**src/rtl/pwr_seq_pkg.sv**
```systemverilog
package pwr_seq_pkg;

  localparam int NUM_EV = 4;
  localparam int EV_W   = 2;

  typedef enum logic [1:0] {
    ST_IDLE,
    ST_SEND,
    ST_WAIT,
    ST_FIN
  } seqState_t;

  // strobes from control to datapath
  typedef struct packed {
    logic start;
    logic loadDly;
    logic decDly;
    logic nextSlot;
  } seqCmd_t;

  // status from datapath to control
  typedef struct packed {
    logic anyPend;
    logic grantLenZero;
    logic curDlyZero;
    logic lastSlot;
    logic cntOne;
  } seqStat_t;

  // rank k -> event index; rank 0 is served first
  function automatic logic [EV_W-1:0] prioAt(input int k);
    case (k)
      0:       prioAt = 2'd0;
      1:       prioAt = 2'd3;
      2:       prioAt = 2'd1;
      default: prioAt = 2'd2;
    endcase
  endfunction

endpackage

```
**src/rtl/pwr_seq_arb.sv**
```systemverilog
module pwr_seq_arb
  import pwr_seq_pkg::*;
(
  input  logic [NUM_EV-1:0] pendIn,
  output logic [NUM_EV-1:0] grantOh,
  output logic [EV_W-1:0]   grantIdx,
  output logic              anyPend
);

  always_comb begin
    grantIdx = '0;
    for (int k = NUM_EV - 1; k >= 0; k--) begin
      if (pendIn[prioAt(k)]) grantIdx = prioAt(k);
    end
    anyPend = |pendIn;
    grantOh = anyPend ? (NUM_EV'(1) << grantIdx) : '0;
  end

  always_comb begin
    if (anyPend) begin
      AST_GRANT_PENDING: assert ($onehot(grantOh) && ((grantOh & pendIn) == grantOh));
    end
  end

endmodule

```
**src/rtl/pwr_seq_dp.sv**
```systemverilog
module pwr_seq_dp
  import pwr_seq_pkg::*;
#(
  parameter int SLOTS = 16,
  parameter int MSG_W = 16,
  parameter int DLY_W = 8,
  localparam int SLOT_W = $clog2(SLOTS),
  localparam int LEN_W  = SLOT_W + 1
) (
  input  logic              clk,
  input  logic              rstN,
  input  logic              wrEn,
  input  logic [EV_W-1:0]   wrScript,
  input  logic [SLOT_W-1:0] wrSlot,
  input  logic [MSG_W-1:0]  wrMsg,
  input  logic [DLY_W-1:0]  wrDelay,
  input  logic              lenWrEn,
  input  logic [EV_W-1:0]   lenScript,
  input  logic [LEN_W-1:0]  lenValue,
  input  logic [NUM_EV-1:0] trigIn,
  input  logic              busy,
  input  seqCmd_t           cmd,
  input  logic [NUM_EV-1:0] grantOh,
  input  logic [EV_W-1:0]   grantIdx,
  input  logic              anyPend,
  output logic [NUM_EV-1:0] pendOut,
  output seqStat_t          stat,
  output logic [MSG_W-1:0]  curMsg
);

  logic [NUM_EV-1:0]            pendQ;
  logic [NUM_EV-1:0]            pendNext;
  logic [NUM_EV-1:0]            lenHit;
  logic [NUM_EV-1:0][LEN_W-1:0] lenQ;
  logic [MSG_W-1:0]             msgMem [NUM_EV][SLOTS];
  logic [DLY_W-1:0]             dlyMem [NUM_EV][SLOTS];
  logic [EV_W-1:0]              selQ;
  logic [SLOT_W-1:0]            slotQ;
  logic [DLY_W-1:0]             cntQ;
  logic [LEN_W-1:0]             lenClamped;
  logic [DLY_W-1:0]             curDly;
  logic                         storeOk;

  assign storeOk    = !busy;
  assign lenClamped = (lenValue > LEN_W'(SLOTS)) ? LEN_W'(SLOTS) : lenValue;

  for (genvar g = 0; g < NUM_EV; g++) begin : gEv
    // a new pulse wins over the clear of the dispatch cycle
    assign pendNext[g] = trigIn[g] | (pendQ[g] & ~(cmd.start & grantOh[g]));
    assign lenHit[g]   = lenWrEn && storeOk && (lenScript == EV_W'(g));
  end

  always_ff @(posedge clk or negedge rstN) begin
    if (!rstN) begin
      pendQ <= '0;
    end else begin
      pendQ <= pendNext;
    end
  end

  always_ff @(posedge clk or negedge rstN) begin
    if (!rstN) begin
      lenQ <= '0;
    end else begin
      for (int e = 0; e < NUM_EV; e++) begin
        if (lenHit[e]) lenQ[e] <= lenClamped;
      end
    end
  end

  always_ff @(posedge clk) begin
    if (wrEn && storeOk) begin
      msgMem[wrScript][wrSlot] <= wrMsg;
      dlyMem[wrScript][wrSlot] <= wrDelay;
    end
  end

  always_ff @(posedge clk or negedge rstN) begin
    if (!rstN) begin
      selQ  <= '0;
      slotQ <= '0;
    end else if (cmd.start) begin
      selQ  <= grantIdx;
      slotQ <= '0;
    end else if (cmd.nextSlot) begin
      slotQ <= slotQ + 1'b1;
    end
  end

  always_ff @(posedge clk or negedge rstN) begin
    if (!rstN) begin
      cntQ <= '0;
    end else if (cmd.loadDly) begin
      cntQ <= curDly;
    end else if (cmd.decDly) begin
      cntQ <= cntQ - 1'b1;
    end
  end

  assign curMsg  = msgMem[selQ][slotQ];
  assign curDly  = dlyMem[selQ][slotQ];
  assign pendOut = pendQ;

  assign stat.anyPend      = anyPend;
  assign stat.grantLenZero = (lenQ[grantIdx] == '0);
  assign stat.curDlyZero   = (curDly == '0);
  assign stat.lastSlot     = ((LEN_W'(slotQ) + 1'b1) == lenQ[selQ]);
  assign stat.cntOne       = (cntQ == DLY_W'(1));

  AST_LEN_FROZEN: assert property (@(posedge clk) disable iff (!rstN)
    busy |=> $stable(lenQ));

  AST_DEC_NONZERO: assert property (@(posedge clk) disable iff (!rstN)
    cmd.decDly |-> (cntQ != '0));

  AST_STEP_IN_SCRIPT: assert property (@(posedge clk) disable iff (!rstN)
    cmd.nextSlot |-> !stat.lastSlot);

  AST_PULSE_HELD: assert property (@(posedge clk) disable iff (!rstN)
    (|trigIn) |=> ((pendQ & $past(trigIn)) == $past(trigIn)));

endmodule

```
**src/rtl/pwr_seq_ctrl.sv**
```systemverilog
module pwr_seq_ctrl
  import pwr_seq_pkg::*;
(
  input  logic     clk,
  input  logic     rstN,
  input  seqStat_t stat,
  input  logic     msgReady,
  input  logic     tickEn,
  output seqCmd_t  cmd,
  output logic     msgValid,
  output logic     busy,
  output logic     done
);

  seqState_t state;
  seqState_t stateNext;

  always_ff @(posedge clk or negedge rstN) begin
    if (!rstN) begin
      state <= ST_IDLE;
    end else begin
      state <= stateNext;
    end
  end

  always_comb begin
    cmd       = '0;
    stateNext = state;
    case (state)
      ST_IDLE: begin
        if (stat.anyPend) begin
          cmd.start = 1'b1;
          stateNext = stat.grantLenZero ? ST_FIN : ST_SEND;
        end
      end
      ST_SEND: begin
        if (msgReady) begin
          if (!stat.curDlyZero) begin
            cmd.loadDly = 1'b1;
            stateNext   = ST_WAIT;
          end else if (stat.lastSlot) begin
            stateNext = ST_FIN;
          end else begin
            cmd.nextSlot = 1'b1;
          end
        end
      end
      ST_WAIT: begin
        if (tickEn) begin
          if (!stat.cntOne) begin
            cmd.decDly = 1'b1;
          end else if (stat.lastSlot) begin
            stateNext = ST_FIN;
          end else begin
            cmd.nextSlot = 1'b1;
            stateNext    = ST_SEND;
          end
        end
      end
      default: stateNext = ST_IDLE;
    endcase
  end

  assign msgValid = (state == ST_SEND);
  assign done     = (state == ST_FIN);
  assign busy     = (state != ST_IDLE) || stat.anyPend;

  AST_DONE_ONE_CYCLE: assert property (@(posedge clk) disable iff (!rstN)
    done |=> !done);

  AST_VALID_HELD: assert property (@(posedge clk) disable iff (!rstN)
    (msgValid && !msgReady) |=> msgValid);

  AST_WAIT_NEEDS_TICK: assert property (@(posedge clk) disable iff (!rstN)
    ((state == ST_WAIT) && !tickEn) |=> (state == ST_WAIT));

endmodule

```
**src/rtl/pwr_script_seq.sv**
```systemverilog
module pwr_script_seq
  import pwr_seq_pkg::*;
#(
  parameter int SLOTS = 16,
  parameter int MSG_W = 16,
  parameter int DLY_W = 8,
  localparam int SLOT_W = $clog2(SLOTS),
  localparam int LEN_W  = SLOT_W + 1
) (
  input  logic              clk,
  input  logic              rstN,
  input  logic              wrEn,
  input  logic [EV_W-1:0]   wrScript,
  input  logic [SLOT_W-1:0] wrSlot,
  input  logic [MSG_W-1:0]  wrMsg,
  input  logic [DLY_W-1:0]  wrDelay,
  input  logic              lenWrEn,
  input  logic [EV_W-1:0]   lenScript,
  input  logic [LEN_W-1:0]  lenValue,
  input  logic [NUM_EV-1:0] trigIn,
  input  logic              tickEn,
  input  logic              msgReady,
  output logic              msgValid,
  output logic [MSG_W-1:0]  msgData,
  output logic              busy,
  output logic              done
);

  seqCmd_t           cmd;
  seqStat_t          stat;
  logic [NUM_EV-1:0] pend;
  logic [NUM_EV-1:0] grantOh;
  logic [EV_W-1:0]   grantIdx;
  logic              anyPend;

  pwr_seq_arb u_arb (
    .pendIn   (pend),
    .grantOh  (grantOh),
    .grantIdx (grantIdx),
    .anyPend  (anyPend)
  );

  pwr_seq_dp #(
    .SLOTS (SLOTS),
    .MSG_W (MSG_W),
    .DLY_W (DLY_W)
  ) u_dp (
    .clk       (clk),
    .rstN      (rstN),
    .wrEn      (wrEn),
    .wrScript  (wrScript),
    .wrSlot    (wrSlot),
    .wrMsg     (wrMsg),
    .wrDelay   (wrDelay),
    .lenWrEn   (lenWrEn),
    .lenScript (lenScript),
    .lenValue  (lenValue),
    .trigIn    (trigIn),
    .busy      (busy),
    .cmd       (cmd),
    .grantOh   (grantOh),
    .grantIdx  (grantIdx),
    .anyPend   (anyPend),
    .pendOut   (pend),
    .stat      (stat),
    .curMsg    (msgData)
  );

  pwr_seq_ctrl u_ctrl (
    .clk      (clk),
    .rstN     (rstN),
    .stat     (stat),
    .msgReady (msgReady),
    .tickEn   (tickEn),
    .cmd      (cmd),
    .msgValid (msgValid),
    .busy     (busy),
    .done     (done)
  );

  AST_DATA_STABLE: assert property (@(posedge clk) disable iff (!rstN)
    (msgValid && !msgReady) |=> $stable(msgData));

  AST_IDLE_QUIET: assert property (@(posedge clk) disable iff (!rstN)
    !busy |-> (!msgValid && !done));

endmodule

```
**config.mk**
```make
export PLATFORM = sky130hd
export DESIGN_NAME = pwr_script_seq
export DESIGN_NICKNAME = d
export VERILOG_FILES = /design/src/rtl/pwr_seq_pkg.sv /design/src/rtl/pwr_seq_arb.sv /design/src/rtl/pwr_seq_dp.sv /design/src/rtl/pwr_seq_ctrl.sv /design/src/rtl/pwr_script_seq.sv
export SDC_FILE = /design/constraint.sdc
export NUM_CORES = 1
export LEC_CHECK = 0
export BUFFER_PORTS_ARGS = -buffer_cell sky130_fd_sc_hd__clkbuf_2
export CAP_MARGIN = 20
export CORE_ASPECT_RATIO = 1.4
export CORE_UTILIZATION = 40
export CTS_BUF_LIST = sky130_fd_sc_hd__clkbuf_4 sky130_fd_sc_hd__clkbuf_8 sky130_fd_sc_hd__clkbuf_16
export CTS_CLUSTER_SIZE = 30
export DETAILED_ROUTE_END_ITERATION = 8
export PLACE_DENSITY = 0.6
export SKIP_LAST_GASP = 1
export SYNTH_ARGS = -nofsm -noshare
export SYNTH_HDL_FRONTEND = slang
export SYNTH_SLANG_ARGS = --single-unit
export TNS_END_PERCENT = 50
```
**constraint.sdc**
```tcl
create_clock -name clk -period 3.2 [get_ports clk]
set_clock_uncertainty 0.2 [all_clocks]
set_input_delay 0.16 -clock clk [delete_from_list [all_inputs] [get_ports clk]]
set_output_delay 0.16 -clock clk [all_outputs]
set_load 0.1 [all_outputs]
```
# Yosys cells after proc, flatten, opt, wreduce, memory -nomap -nowiden
# Memory sizes are Yosys's and may differ from the RTL's.
# Cells that the tools add are included.
totals:
  reg_bits: 40
  mem_bits_rw: 1536
  inputBits: 47
  out_inout_bits: 19
  mem_count: 2
memory_table:
  columns: ["memory", "words", "width", "read_ports", "rd_clocked_by_memory_dff", "wr", "line", "text"]
  rows:
  - ["u_dp.msgMem", 4, 256, 1, 0, 1, "pwr_seq_dp.sv:35", "logic [MSG_W-1:0] msgMem [NUM_EV][SLOTS];"]
  - ["u_dp.dlyMem", 4, 128, 1, 0, 1, "pwr_seq_dp.sv:36", "logic [DLY_W-1:0] dlyMem [NUM_EV][SLOTS];"]
classes:
  addsub: 3
  n_lt_le_gt_ge: 6
  n_eq_ne: 13
  n_shift: 1
  mux: 49
  bitwise_logic: 18
  reduce_logical: 18
op_table:
  columns: ["op", "n"]
  rows:
  - ["256-bit 2-to-1 mux", 1]
  - ["128-bit 2-to-1 mux", 1]
  - ["16-bit binary-select mux with 4-bit select", 1]
  - ["16-bit demux with 4-bit select", 1]
  - ["16-bit 2-to-1 mux", 3]
  - ["8-bit 2-to-1 mux", 5]
  - ["8-bit binary-select mux with 4-bit select", 1]
  - ["8-bit demux with 4-bit select", 1]
  - ["2-bit 2-to-1 mux", 13]
  - ["5-bit binary-select mux with 2-bit select", 2]
  - ["5-bit 2-to-1 mux", 3]
  - ["1-bit 2-to-1 mux", 12]
  - ["4-bit 2-to-1 mux", 3]
  - ["5-bit >= comparator, second input constant", 2]
  - ["4-bit inverter with 5-bit output", 2]
  - ["1-bit AND", 8]
  - ["2-bit == test, second input constant", 4]
  - ["8-bit by 1-bit == test with 1-bit output, second input constant", 1]
  - ["8-bit zero test", 1]
  - ["8-bit by 1-bit subtractor with 8-bit output, second input constant", 1]
  - ["1-bit logical AND", 7]
  - ["2-bit by 3-bit < comparator with 1-bit output, second input constant", 2]
  - ["2-bit inequality test, second input constant", 3]
  - ["2-bit case mux with 3 select lines", 1]
  - ["19 further kinds", 29]

# Longest topological paths before layout
# Gate-level depths: netlist of the first run.
depth:
  depth_word: 10
  mapped_depth: 13
  ltp_nobuf: 9

# By module
# Synthesis of the first run repeated with hierarchy kept, for this count alone.
unflattened:
  hier_cells: 2614
  hier_area_um2: 60782.0
modules_own_cells:
  columns: ["mod", "n_inst", "cells_per_inst", "area_each_um2"]
  rows:
  - ["pwr_seq_dp", 1, 2575, 60456.7]
  - ["pwr_seq_ctrl", 1, 29, 271.5]
  - ["pwr_seq_arb", 1, 10, 53.8]

# Worst setup path before layout of the first run
# No wires, ideal clock.
synth_timing:
  kind: "reg-to-reg"
  start: "reg u_ctrl.state[0]"
  end: "mem u_dp.dlyMem[0][16] (netlist name) (enable)"
  setup_time_ns: 0.405
  arrival_ns: 2.936
  required_time_ns: 2.595
  setup_slack_ns: -0.340
  stages_incl_launch_ff: 9
  synth_period_minus_slack_ns: 3.540
  cell_sequence: "dfrtp_1 > inv_1 > ha_1 > nand2b_1 > nor4_1 > nand2_1 > nor3_1 > nand3_1 > nor2_1"
synth_via:
  elab_chain_cells: 6
synth_lines:
  columns: ["item", "line", "text"]
  rows:
  - ["from (decl)", "pwr_seq_ctrl.sv:15", "seqState_t state;"]
  - ["from (signal assigned)", "pwr_seq_ctrl.sv:22", "state <= stateNext;"]
  - ["2-bit nonzero test", "pwr_seq_ctrl.sv:66", "assign busy = (state != ST_IDLE) || stat.anyPend;"]
  - ["1-bit logical OR", "pwr_seq_ctrl.sv:66", null]
  - ["1-bit zero test", "pwr_seq_dp.sv:44", "assign storeOk = !busy;"]
  - ["1-bit logical AND", "pwr_seq_dp.sv:72", "if (wrEn && storeOk) begin"]
  - ["1-bit 2-to-1 mux", "pwr_seq_dp.sv:72", null]
  - ["128-bit 2-to-1 mux (not written as such)", "pwr_seq_dp.sv:74", "dlyMem[wrScript][wrSlot] <= wrDelay;"]
  - ["to (decl)", "pwr_seq_dp.sv:36", null]
# Every way passes these cells.

# Final worst setup path of the first run
layout_timing:
  start: "reg u_dp.selQ[0]"
  end: "out msgData[7]"
layout_via:
  elab_chain_cells: 4
layout_lines:
  columns: ["item", "line", "text"]
  rows:
  - ["from (decl)", "pwr_seq_dp.sv:37", "logic [EV_W-1:0] selQ;"]
  - ["from (signal assigned)", "pwr_seq_dp.sv:83", "selQ <= grantIdx;"]
  - ["memory read 4 x 256 bit", null, null]
  - ["16-bit binary-select mux with 4-bit select", "pwr_seq_dp.sv:100", "assign curMsg = msgMem[selQ][slotQ];"]
  - ["16-bit 2-to-1 mux (not written as such) (2 in a row)", "pwr_seq_dp.sv:100", null]
  - ["to (decl)", "pwr_script_seq.sv:24", "output logic [MSG_W-1:0] msgData,"]
# Every way passes these cells. The select of a mux whose other input is x is not followed.

==> impl_metrics.tcl, run 1 <==
set metrics [dict create \
    required_ps 2840 \
    synth_top_family_by_area "multiplexers" \
    worstPathMaxFanout 16 \
    violations "negative setup slack" \
    finalHoldViolations 0 \
    use_met2 0.378 \
    antenna_found_initial 10 \
    synth_edf_count 1536 \
    cap_violations 0 \
    grt_pass1_vias 31668 \
    layout_worst_path_cycle_share 1.28 \
    crit_path_cell_trace "buf_12 -> buf_12 -> buf_16 -> mux4_2 -> mux4_2 -> mux4_2 -> buf_12" \
    clockRootBuffer "clkbuf_16" \
    netlist_area_um2 61200 \
    r2r_slack_ps -540 \
    slowest_delay_ps 620 \
    fin_cells 5215 \
    grt_max_degree 65 \
    core_um2 152000 \
    ios 66 \
    dp_cells 4796 \
    synth.largest_area_cell "edfxtp_1" \
    synth_ff_type "edfxtp_1" \
    cts_htree_levels 4 \
    drc 0 \
    dr.pass1.iters 7 \
    p_seq_frac 0.423 \
    finalCriticalPeriod_ps 4100 \
    tightestPinTransition_ps 1100 \
    post_drt_wl_per_cell_um 31.4 \
    swShare 0.261 \
    syn_to_final_growth_pct 21.9 \
    ys.warnings.count 0 \
    drt_wl_total_um 164000 \
    cts_buffers 147 \
    async_reset_ff_frac 0.0254 \
    ys_top_cells_by_area "edfxtp_1 75%, mux4_2 17%, dfrtp_1 1.6%" \
    dieArea_um2 155000 \
    use_met1 0.264 \
    postSynthAreaPerCell_um2 23.6 \
    final_max_slew_viol_count 0 \
    yosysSeqAreaShare 0.770 \
    post_dp_cell_area_um2 67300 \
    startpoint_type "flop" \
    cts.path.max_buffers 3 \
    io_buffers 65 \
    setup_viol 30 \
    num_rows 169 \
    start_util 0.404 \
    clk_pin_slew_worst_paths_ps 60 \
    rsz0062_at_grt "yes" \
    vdd_drop_max_mv 0.661 \
    grt-busiest-layer "met2" \
    dieHeight_um 465 \
    powerDensity_nw_per_um2 724 \
    crit_arrival_ps 3740 \
    fin_nets 3177 \
    synth_mux_area_frac 0.186 \
    slowest_stage "mux4_2" \
    max_slew_margin 0.270 \
    leakage_nw 23.7 \
    synth_compound_area_frac 0.0104 \
    synthXorXnorAreaFrac 0.00114 \
    final.setup.worst_slack_ps -899 \
    clkPwrFrac 0.327 \
    dr.first_iter.drc_count 3175 \
    hold_class "in2reg" \
    yosysTopAreaCellShare 0.754 \
    post-dp-hpwl_um 98200 \
    synth-seq-cells 1576 \
    crit_type "reg2out" \
    drive_above_1_share 0.400 \
    synthCells 2597 \
    ant_nets 0 \
    cts_tree "built" \
    synthSimpleGateAreaFrac 0.0176 \
    yosys.area_share.adder 0.00143 \
    track_usage 0.214 \
    grt_pass1_wl_um 233000 \
    die_x_um 333 \
    synth.distinct_cells 68 \
    finalWeightedCongestion 0.849 \
    fmax_ghz 0.244 \
    grt-ovfl-total 0 \
    viasPerCell 5.76 \
    p_switching_mw 14.1 \
    crit_path_end_kind "output pin" \
    combPwrFrac 0.250 \
    status "finished with violations" \
    met3_usage 0.0342 \
    cts_sinks 1576 \
    internal_power_mw 39.9 \
    final_area_um2 74600 \
    synthesis.nets 2651 \
    clock_latency_ps 790 \
    vias 30053 \
]
[state kept, by name (all words and copies together), names as in the netlist]
register	count
u_dp.pendOut	4
u_ctrl.state	2
u_dp.msgMem	1024
u_dp.cntQ	8
u_dp.slotQ	4
u_dp.dlyMem	512
u_dp.lenQ	20
u_dp.selQ	2
[logic make-up after synthesis]
logic type | Yosys count
simple gates | 224
mux | 544
compound gates | 87
fa+ha+maj | 7
xor+xnor | 8
flops | 1576
buf+inv | 151
[placed cells by master, fill, tap and decap left out, drive strengths merged, types with 5 or more instances in the layout]
cell	synthesis	final
a21oi	17	17
a22oi	11	11
a31oi	5	5
buf	102	407
bufinv	0	14
clkbuf	34	232
clkinv	2	61
clkinvlp	0	5
dfrtp	40	40
diode	0	8
dlygate4sd3	0	51
edfxtp	1536	1536
ha	7	7
inv	13	22
mux2	25	25
mux2i	51	51
mux4	468	468
nand2	47	47
nand2b	9	9
nand3	21	21
nand4	5	5
nor2	89	89
nor2b	14	14
nor3	6	6
nor4	5	5
o21ai	10	10
o22ai	10	10
o31ai	5	5
xnor2	5	5
[cell type report]
| class | instances | area [µm²] |
|---|---|---|
| timing repair buffer | 513 | 6290 |
| multi-input combinational | 870 | 13800 |
| antenna | 8 | 20.0 |
| inverter | 15 | 56.3 |
| clock buffer | 180 | 4010 |
| fill | 11748 | 77000 |
| sequential | 1576 | 47100 |
| clock inverter | 87 | 842 |
| tap | 1966 | 2460 |
[cells in the mapped netlist, types with 9 or more instances]
master / n
a21oi_1: 16
inv_1: 13
o21ai_0: 10
buf_2: 65
nand2_1: 47
o22ai_1: 10
a22oi_1: 10
clkbuf_1: 34
dfrtp_1: 40
mux2_2: 25
nand3_1: 20
edfxtp_1: 1536
nor2_1: 89
mux2i_1: 51
buf_6: 13
nand2b_1: 9
nor2b_1: 14
buf_4: 13
mux4_2: 461
[critical path: cells and delay by family (launching register included)]
family	cells	cell delay, ps
buf+inv	4	670
flops	1	470
mux	3	1770
[path summary, 6_finish.rpt]
check | startpoint | end | cells after the start
min | wrScript[0] | u_dp.dlyMem[3][119] | 4
max reg2reg | u_dp.selQ[0] | u_dp.slotQ[3] | 14
min reg2reg | u_dp.lenQ[12] | u_dp.lenQ[12] | 1
min in group asynchronous | rstN | u_dp.lenQ[17] | 4
max | u_dp.selQ[0] | msgData[7] | 7
max in group asynchronous | rstN | u_dp.selQ[0] | 4
[stage by stage]
step	power [mW]	setup WS (ps)	setup TNS [ps]	hold WS, ps	utilization
6_report	54.0	-899	-19830	1.15	0.492
5_1_grt	55.6	-955	-31380	8.25	0.492
4_1_cts	54.2	-955	-20510	26.3	0.488
3_5_place_dp	35.0	-545	-12360	166	0.444
3_3_place_gp	34.8	-504	-11210	154	0.443
2_1_floorplan	30.9	-340	-350090	-336	-
[routing by layer]
metal / part of all wire / wire length (µm) / up-vias
li1: - / - / 12231
met1: 0.38 / 61700 / 16344
met2: 0.53 / 86400 / 1206
met3: 0.060 / 9800 / 266
met4: 0.036 / 5980 / 6
met5: 0.00020 / 33 / -
[what timing repair did]
action,in CTS,in global routing
hold buffers,38,14
pin swaps,12,4
cloned,18,3
setup endpoints to repair,93,759
setup buffers,52,8
gates resized for setup,114,21
endpoints found under the hold margin,581,734
[power by group through the flow]
stage | clock network [mW] | logic, mW | registers [mW]
2_1_floorplan | 0 | 7.69 | 23.2
3_3_place_gp | 0 | 11.5 | 23.3
3_5_place_dp | 0 | 11.7 | 23.3
4_1_cts | 17.9 | 13.5 | 22.8
5_1_grt | 18.7 | 14.1 | 22.8
6_report | 17.6 | 13.5 | 22.8
Note: power is estimated with default switching activity, not from simulation.
==> inputs of run 2 (changes only) <==
--- a/config.mk
+++ b/config.mk
@@ -14,6 +14,7 @@
 export DETAILED_ROUTE_END_ITERATION = 8
 export PLACE_DENSITY = 0.6
 export SKIP_LAST_GASP = 1
+export SLEW_MARGIN = 20
 export SYNTH_ARGS = -nofsm -noshare
 export SYNTH_HDL_FRONTEND = slang
 export SYNTH_SLANG_ARGS = --single-unit
==> constraint.sdc (replaced) <==
create_clock -name clk -period 3.2 [get_ports clk]
set_clock_uncertainty 0.2 [all_clocks]
set_input_delay 0.48 -clock clk [delete_from_list [all_inputs] [get_ports clk]]
set_output_delay 0.48 -clock clk [all_outputs]
set_load 0.1 [all_outputs]
==> run 2 against run 1 <==
The flow still finishes with violations (negative setup slack). Final cell count down 1.2%. Non-clock buffer count down 54. Via count shrank 2.2%. Routed wire length shrank 2.8%. Register-to-register slack lost 120 ps. Combinational power is essentially flat. Clock power shrank 2%. Cell area fell by 1.1%. Total power is 1.2% lower. Worst hold slack better by 39 ps. Clock-buffer cell count increased by 7. First-iteration DRC count is 9.6% lower. Critical path type unchanged. Largest cell class unchanged. Largest power group unchanged. Highest routed layer unchanged.
==> impl_metrics.tcl, run 2 (synthesis results as in run 1) <==
set metrics [dict create \
    status "finished with violations" \
    violations "negative setup slack" \
    grt_pass1_wl_um 224000 \
    finalCriticalPeriod_ps 4360 \
    clk_pin_slew_worst_paths_ps 60 \
    viasPerCell 5.70 \
    setup_viol 30 \
    final_cell_mix "1536 x edfxtp_1, 461 x mux4_2, 232 x buf_4" \
    tightestPinTransition_ps 1060 \
    dp_cells 4796 \
    hold_class "in2reg" \
    dieHeight_um 465 \
    ios 66 \
    final_area_um2 73800 \
    cts_buffers 146 \
    reg_top3 "u_dp.msgMem: 1024 flops, u_dp.dlyMem: 512 flops, u_dp.lenQ: 20 flops" \
    cap_violations 0 \
    drc 0 \
    cts_tree "built" \
    post-dp-hpwl_um 95700 \
    worstPathMaxFanout 7 \
    clockRootBuffer "clkbuf_16" \
    required_ps 2520 \
    clock_latency_ps 790 \
    syn_to_final_growth_pct 20.5 \
    crit_type "reg2out" \
    dp_slack_ps -755 \
    dr.first_iter.drc_count 2870 \
    vdd_drop_max_mv 0.683 \
    crit_path_end_kind "output pin" \
    drive_above_1_share 0.402 \
    fmax_ghz 0.229 \
    post_drt_wl_per_cell_um 30.9 \
    grt_max_degree 65 \
    dr.pass1.iters 7 \
    startpoint_type "flop" \
    final.setup.worst_slack_ps -1160 \
    antenna_found_initial 7 \
    finalSetupTns_ps -25190 \
    num_rows 169 \
    regMostFlops "u_dp.msgMem" \
    final_max_slew_viol_count 0 \
    rsz0062_at_grt "yes" \
    cts.path.max_buffers 3 \
    grt-ovfl-total 0 \
    layout_worst_path_cycle_share 1.36 \
    ant_nets 0 \
    largest_reg_flops 1024 \
    grt_pass1_vias 30992 \
    post_dp_cell_area_um2 67300 \
    leakage_nw 23.3 \
    mostFrequentLayoutCell "edfxtp_1" \
    finalWeightedCongestion 0.799 \
    powerDensity_nw_per_um2 723 \
    die_x_um 333 \
    core_um2 152000 \
    fin_cells 5152 \
    vias 29378 \
    io_buffers 65 \
    finalHoldViolations 0 \
    crit_arrival_ps 3680 \
    dieArea_um2 155000 \
    fin_nets 3122 \
    cts_htree_levels 4 \
    start_util 0.404 \
    cts_sinks 1576 \
    drt_wl_total_um 159000 \
    track_usage 0.206 \
    max_slew_margin 0.293 \
]
## run 2: repair_timing
| action | CTS | global route |
|---|---|---|
| endpoints found under the setup margin | 61 | 1164 |
| resized for setup | 92 | 52 |
| hold buffers | 13 | 1 |
| setup buffers | 35 | 25 |
| cloned | 8 | 12 |
| pin swaps | 14 | 10 |
| endpoints found under the hold margin | 60 | 17 |
## run 2: metal layers
metal | up-vias | track usage | share of wire
li1 | 12094 | - | -
met1 | 15943 | 0.254 | 0.38
met2 | 1063 | 0.363 | 0.52
met3 | 272 | 0.0304 | 0.058
met4 | 6 | 0.0847 | 0.039
met5 | - | 0 | 0.00021
## run 2: layout make-up
type	instances	area, µm²
timing repair buffer	459	5470
clock buffer	187	4140
tap	1966	2460
sequential	1576	47100
antenna	5	12.5
clock inverter	74	589
multi-input combinational	870	13900
fill	11871	77800
inverter	15	56.3
## run 2: worst max-delay path, cell delays in order, from the launching register on
cell and delay [ps]:
dfrtp_4 450, buf_12 170, buf_12 170, buf_12 140, mux4_2 490, mux4_2 580, mux4_2 640, buf_12 220
## run 2: per-stage QoR
step	power [mW]	utilization	hold WS (ps)
finish	53.3	0.487	40.1
global route	54.9	0.486	45.2
CTS	53.1	0.482	3.17
detailed placement	34.8	0.444	326
global placement	34.7	0.444	312
floorplan	31.5	-	-15.6
## run 2: final timing paths
check                             startpoint                  end  slack [ps]  depth (start not counted)
worst max-delay path            u_dp.selQ[0]           msgData[3]       -1160                          7
worst min-delay path                wrMsg[7]  u_dp.msgMem[2][183]          40                          1
worst max register to register  u_dp.selQ[0]        u_dp.slotQ[1]        -660                         12
worst min register to register  u_dp.lenQ[3]         u_dp.lenQ[3]         330                          1
max in group asynchronous               rstN         u_dp.selQ[0]        1760                          4
min in group asynchronous               rstN         u_dp.lenQ[9]         520                          3
## run 2: where the power goes
part / leakage (nW) / switching (mW) / total (mW) / internal [mW]
Sequential: 14.3 / 0.111 / 22.8 / 22.7
Clock: 2.35 / 7.45 / 17.2 / 9.79
Combinational: 6.65 / 6.45 / 13.2 / 6.80
